### src/rtl/iob_pkg.sv
package iob_pkg;
    typedef enum logic [1:0] {
        MODE_FLOAT   = 2'd0,
        MODE_DRIVE   = 2'd1,
        MODE_CAPTURE = 2'd2
    } iob_mode_e;
endpackage

### src/rtl/iob_field.sv
module iob_field #(
    parameter int W     = 8,
    parameter int POS_W = $clog2(W),
    parameter int LEN_W = $clog2(W) + 1
) (
    input  logic [W-1:0]     stored,
    input  logic [POS_W-1:0] pos,
    input  logic [LEN_W-1:0] len,
    input  logic [W-1:0]     wdata,
    output logic [W-1:0]     rd_val,
    output logic [W-1:0]     wr_val
);
    localparam int TOP = W - 1;

    logic [W-1:0]     len_mask;
    logic [W-1:0]     place_mask;
    logic [POS_W-1:0] offset;

    // Length mask: bit i is set when the field is longer than i.
    for (genvar i = 0; i < W; i++) begin : g_mask
        assign len_mask[i] = (len > LEN_W'(i));
    end

    // Position p lives at stored index TOP-p.
    assign offset     = POS_W'(TOP) - pos;
    assign place_mask = len_mask << offset;
    assign rd_val     = (stored >> offset) & len_mask;
    assign wr_val     = (stored & ~place_mask) | ((wdata << offset) & place_mask);
endmodule

### src/rtl/iob_ctrl.sv
module iob_ctrl
    import iob_pkg::*;
#(
    parameter int W = 8
) (
    input  logic         in_n,
    input  logic         out_n,
    input  logic [W-1:0] stored,
    output iob_mode_e    mode,
    output logic         oe,
    output logic [W-1:0] dout
);
    // Mode decode from the user controls.
    always_comb begin
        unique case ({in_n, out_n})
            2'b11:   mode = MODE_FLOAT;
            2'b10:   mode = MODE_DRIVE;
            default: mode = MODE_CAPTURE;
        endcase
    end

    // Outputs per mode.
    always_comb begin
        unique case (mode)
            MODE_DRIVE: begin
                oe   = 1'b1;
                dout = stored;
            end
            default: begin
                oe   = 1'b0;
                dout = '0;
            end
        endcase
    end
endmodule

### src/rtl/iob_port.sv
module iob_port
    import iob_pkg::*;
#(
    parameter int W     = 8,
    parameter int POS_W = $clog2(W),
    parameter int LEN_W = $clog2(W) + 1
) (
    input  logic             clk,
    input  logic             rst_n,
    input  logic             cpu_sel,
    input  logic             cpu_we,
    input  logic [POS_W-1:0] cpu_pos,
    input  logic [LEN_W-1:0] cpu_len,
    input  logic [W-1:0]     cpu_wdata,
    output logic [W-1:0]     cpu_rdata,
    input  logic             usr_in_n,
    input  logic             usr_out_n,
    input  logic [W-1:0]     usr_din,
    output logic [W-1:0]     usr_dout,
    output logic             usr_oe
);
    logic [W-1:0] stored_q;
    logic [W-1:0] field_rd;
    logic [W-1:0] field_wr;
    iob_mode_e    mode;
    logic         cpu_write;

    iob_ctrl #(.W(W)) u_ctrl (
        .in_n   (usr_in_n),
        .out_n  (usr_out_n),
        .stored (stored_q),
        .mode   (mode),
        .oe     (usr_oe),
        .dout   (usr_dout)
    );

    iob_field #(.W(W), .POS_W(POS_W), .LEN_W(LEN_W)) u_field (
        .stored (stored_q),
        .pos    (cpu_pos),
        .len    (cpu_len),
        .wdata  (cpu_wdata),
        .rd_val (field_rd),
        .wr_val (field_wr)
    );

    assign cpu_write = cpu_sel && cpu_we;
    assign cpu_rdata = cpu_sel ? field_rd : '0;

    // Storage: user capture has priority over the processor write.
    always_ff @(posedge clk or negedge rst_n) begin
        if (!rst_n) begin
            stored_q <= '1;
        end else if (mode == MODE_CAPTURE) begin
            stored_q <= usr_din;
        end else if (cpu_write) begin
            stored_q <= field_wr;
        end
    end

    a_r2_float: assert property (@(posedge clk) disable iff (!rst_n)
        (usr_in_n && usr_out_n) |-> (!usr_oe && usr_dout == '0));

    a_r3_drive: assert property (@(posedge clk) disable iff (!rst_n)
        (usr_in_n && !usr_out_n) |-> (usr_oe && usr_dout == stored_q));

    a_r4_capture: assert property (@(posedge clk) disable iff (!rst_n)
        !usr_in_n |=> (stored_q == $past(usr_din)));

    a_r6_user_wins: assert property (@(posedge clk) disable iff (!rst_n)
        (!usr_in_n && cpu_sel && cpu_we) |=> (stored_q == $past(usr_din)));

    a_r10_hold: assert property (@(posedge clk) disable iff (!rst_n)
        (usr_in_n && !(cpu_sel && cpu_we)) |=> $stable(stored_q));

    a_r10_rd_zero: assert property (@(posedge clk) disable iff (!rst_n)
        !cpu_sel |-> (cpu_rdata == '0));
endmodule

### config.mk
export PLATFORM = sky130hd
export DESIGN_NAME = iob_port
export DESIGN_NICKNAME = d
export VERILOG_FILES = /design/src/rtl/iob_pkg.sv /design/src/rtl/iob_field.sv /design/src/rtl/iob_ctrl.sv /design/src/rtl/iob_port.sv
export SDC_FILE = /design/constraint.sdc
export NUM_CORES = 1
export LEC_CHECK = 0
export BUFFER_PORTS_ARGS = -buffer_cell sky130_fd_sc_hd__buf_2
export CORE_MARGIN = 8
export CORE_UTILIZATION = 46
export DETAILED_ROUTE_END_ITERATION = 6
export GPL_TIMING_DRIVEN = 0
export MAX_ROUTING_LAYER = met4
export PLACE_DENSITY = 0.76
export SLEW_MARGIN = 20
export SYNTH_ARGS = -nofsm -noshare
export SYNTH_HDL_FRONTEND = slang
export SYNTH_SLANG_ARGS = --single-unit
### constraint.sdc
create_clock -name clk -period 8.2 [get_ports clk]
set_input_delay 2.46 -clock clk [delete_from_list [all_inputs] [get_ports clk]]
set_output_delay 2.46 -clock clk [all_outputs]
set_load 0.03 [all_outputs]
## After elaboration in Yosys (flattened, before gate mapping)

Index checks and enable logic that the tools add are counted.

- Memories kept: 0
- Memory bits (writable): 0
- Logic and storage cells: 30
- Latch bits: 0
- Bits of input ports: 29
- Memory bits (read-only): 0
- Register bits: 8

- $lt $le $gt $ge: 8
- Div/mod/pow operators: 0
- Bitwise operators: 5
- Multiplexer cells: 6
- Reduce and logical (&&, ||, !) cells: 2
- Add/sub/neg operators: 1
- Equality and inequality tests: 4
- Multiply operators: 0
- Shift-type cells: 3

Operator list:

| operator | count |
|---|---|
| $mux W8 | 4 |
| $and A8 B8 Y8 | 3 |
| $gt A4 B3 Y1 const B | 4 |
| $shl A8 B3 Y8 | 2 |
| $gt A4 B1 Y1 const B | 2 |
| $gt A4 B2 Y1 const B | 2 |
| $not A8 Y8 | 1 |
| $or A8 B8 Y8 | 1 |
| $shr A8 B3 Y8 | 1 |
| $eq A2 B2 Y1 const B | 3 |
| $pmux W2 S2 | 1 |
| $sub A3 B3 Y3 const A | 1 |
| $eq A2 B1 Y1 const B | 1 |
| $reduce_bool A2 Y1 | 1 |
| $logic_and A1 B1 Y1 | 1 |
| $mux W1 | 1 |

## Logic depth before layout (Yosys ltp)

- Word-level depth: 7
- Mapped depth: 7
- Depth with buffers taken out: 5

## Hierarchy

A second synthesis with hierarchy kept.

- Cell total of the unflattened synthesis: 188
- Area total of the unflattened synthesis: 1567.8 µm²

Modules (own cells, without submodules):

| module | instances | cells an instance | area each (µm²) |
|---|---|---|---|
| iob_field | 1 | 122 | 937.1 |
| iob_port | 1 | 55 | 543.0 |
| iob_ctrl | 1 | 11 | 87.6 |

## Least setup slack after synthesis

No wires, ideal clock.

- Path type: input-to-output
- From: input port cpu_pos[0]
- To: output port cpu_rdata[2]
- Data arrival time: 3.893 ns
- Path slack: 1.847 ns
- Stages: 5
- Required time: 5.740 ns
- Path buffers: 2
- Cells stage by stage: buf_4 -> buf_2 -> mux2_2 -> a21oi_1 -> a211oi_1

- Cells in the longest elaborated chain, start to end: 4

RTL lines:

| element | RTL line | RTL |
|---|---|---|
| start: declaration | iob_port.sv:12 | `input logic [POS_W-1:0] cpu_pos,` |
| $sub A3 B3 Y3 | iob_field.sv:25 | `assign offset = POS_W'(TOP) - pos;` |
| $shr A8 B3 Y8 | iob_field.sv:27 | `assign rd_val = (stored >> offset) & len_mask;` |
| $and A8 B8 Y8 | iob_field.sv:27 |  |
| $mux W8 | iob_port.sv:47 | `assign cpu_rdata = cpu_sel ? field_rd : '0;` |
| end: declaration | iob_port.sv:15 | `output logic [W-1:0] cpu_rdata,` |

No other way between the ends.

## Worst setup path after layout

- From: input port cpu_pos[0]
- To: output port cpu_rdata[0]

Same word-level chain as after synthesis.

==> results.cfg <==
[sta]
rsz0062_at_grt = false
hold_violations = 0
timing.fmax_mhz = 154.9
setup_viol = 0
period_minus_slack_ps = 6454
post-route-period-util_pct = 78.71
worst-slew-pin-transition_ps = 490.1
final_max_slew_viol_count = 0
final.setup_skew_ps = 0
relSlewSlack_pct = 67.33
tns_ps = 0

[detailed_routing]
wl_mm = 3.907
postRouteAntennaNets = 0
wl_per_cell_um = 16.28
viasPerCell = 6.142
drcViolationCount = 0
drt-pass1-iter-count = 4
via_count = 1474
drtIter0Drc = 125

[critical_path]
crit_arrival_ps = 3990
start_kind = primary input
critical_path_class = in2out
crit_path_max_fanout = 10
crit_path_end_kind = primary output
required_ps = 5740

[clock_tree]
clkLatencyLatePin_ps = 250
clock_sinks = 8
cts_resized = 0
cts_buffers = 3
path_clk_slew_ps = 50
htree_levels = 1
cts_buffer_depth = 2
postCtsHoldBufs = 0
cts_setup_buffers = 0
cts_tree = built
ctsRootBufferMaster = clkbuf_4

[yosys]
synth_area_leader_cell = dfstp_2
ys_ff_latch = 8
synthFlopType = dfstp_2
synth_top_cell_area_share_pct = 17.46
synthesis.area_um2 = 1204
ys_async_sr_fraction_pct = 100.0
synth_edf_count = 0
synth_nets = 193
synthTopCellsByArea = dfstp_2 (17%), mux2i_1 (9.1%), nand2_1 (5.6%)
syn_avg_cell_area_um2 = 7.339
synth.distinct_cells = 42
synthTopCellsByCount = nand2_1 (18), nor2_1 (18), a21oi_1 (12), mux2i_1 (11), o21ai_0 (10)
yosysWarningCount = 0
syn_inst = 164
seq_area_frac_synth_pct = 17.46

[die]
num_rows = 18
dieHeight_um = 67.16
die_w_um = 67.16
placeableCoreArea_um2 = 2477
ioPinCount = 46
initial_core_util_pct = 48.59
dieArea_um2 = 4510

[finish]
multi_input_area_um2 = 902.1
drive_above_1_share_pct = 33.81
syn2layout_area_growth_pct = 22.87
fin_cells = 240
final_cell_area_um2 = 1479
diodes = 0
fillers = 231
ff_latch_area_um2 = 210.2
layout.nets = 241

[flow_run]
cap_violations = 0

[pwr]
power.total_mw = 0.1605
ir_drop_v = 0.0001019
powerDensity_nw_per_um2 = 108.6
p_leak_nw = 0.6722

[hold_path]
min_path_type = reg2reg

[grt]
grtUsageTotal_pct = 18.00
grt_pass1_vias = 1409
grt_max_degree = 11
antenna_found_initial = 0
globalRouteOverflowTotal = 0
grt_pass1_wl_mm = 6.361

[status]
outcome = finished, final reports clean

[placed_design]
globalplace.congestion = 0.9033
hpwl_mm = 3.165
portBuffers = 43
dp.cells = 237
placedInstanceArea_um2 = 1456
power breakdown:
part	internal, mW	leakage, nW	switching [mW]
Clock	0.0168	0.0138	0.0142
Combinational	0.0311	0.574	0.0463
Sequential	0.0470	0.0841	0.00516
Total	0.0949	0.672	0.0656
final timing paths:
path / start / end / slack (ps) / cells after the start
min reg2reg: flip-flop / flip-flop / 560 / 2
min: flip-flop / flip-flop / 560 / 2
min in group asynchronous: rst_n / asynchronous set/reset pin / 2240 / 1
max in group asynchronous: rst_n / asynchronous set/reset pin / 5930 / 1
max: cpu_pos[0] / cpu_rdata[0] / 1750 / 7
max reg2reg: flip-flop / flip-flop / 7240 / 2
worst max-delay path, stage by stage:
cell	delay [ps]
buf_4	150
buf_2	280
mux2_2	390
o21ai_0	260
o21ai_0	110
and3_1	170
buf_2	170
layer usage:
| layer | global-route usage [%] | up-vias | routed length, um |
|---|---|---|---|
| met3 | 3.974 | 6 | 300 |
| met2 | 30.23 | 74 | 1991 |
| li1 | - | 703 | - |
| met4 | 3.133 | 0 | 36 |
| met1 | 21.82 | 691 | 1579 |
| met5 | - | - | 0 |
layout by cell type, fill, tap and decap left out, types with 2 or more instances in the layout:
cell	synthesis	layout
nor3_1	5	5
o21ai_0	10	10
a221oi_1	2	2
mux2i_1	11	11
and3_1	2	2
mux4_2	3	3
nand3_1	6	6
a31oi_1	3	3
and2_1	8	8
buf_4	2	2
a311oi_1	5	5
mux2_2	3	3
buf_1	2	2
a211oi_1	6	6
nand2b_1	2	2
buf_2	4	47
a211o_1	2	2
nand2_1	18	18
a21oi_1	12	12
nor2_1	18	18
nor2b_1	4	4
clkbuf_1	5	5
clkbuf_4	0	3
inv_1	5	5
dfstp_2	8	8
final cells by class:
class,instances,share of cell area [%]
Inverter,5,1.269
Multi-Input combinational cell,137,61.00
Tap cell,30,2.538
Clock buffer,3,1.523
Timing Repair Buffer,43,14.55
Buffer,14,4.907
Sequential cell,8,14.21
cells by family (layout without fill, tap and decap cells):
| kind of cell | after synthesis | after routing | synth area share [%] |
|---|---|---|---|
| fa+ha+maj | 1 | 1 | 0.8316 |
| simple gates | 67 | 67 | 27.34 |
| mux | 17 | 17 | 17.57 |
| flops | 8 | 8 | 17.46 |
| compound gates | 52 | 52 | 29.21 |
| buf+inv | 19 | 65 | 7.589 |
per-stage QoR:
stage / setup WS, ps / utilization, % / hold WS (ps)
floorplan: 1847 / - / 520.6
global placement: 1757 / 58.79 / 542.1
detailed placement: 1754 / 58.79 / 551.9
CTS: 1746 / 59.70 / 555.2
global route: 1615 / 59.70 / 598.0
finish: 1746 / 59.70 / 561.0
(Power assumes the default switching activity.)
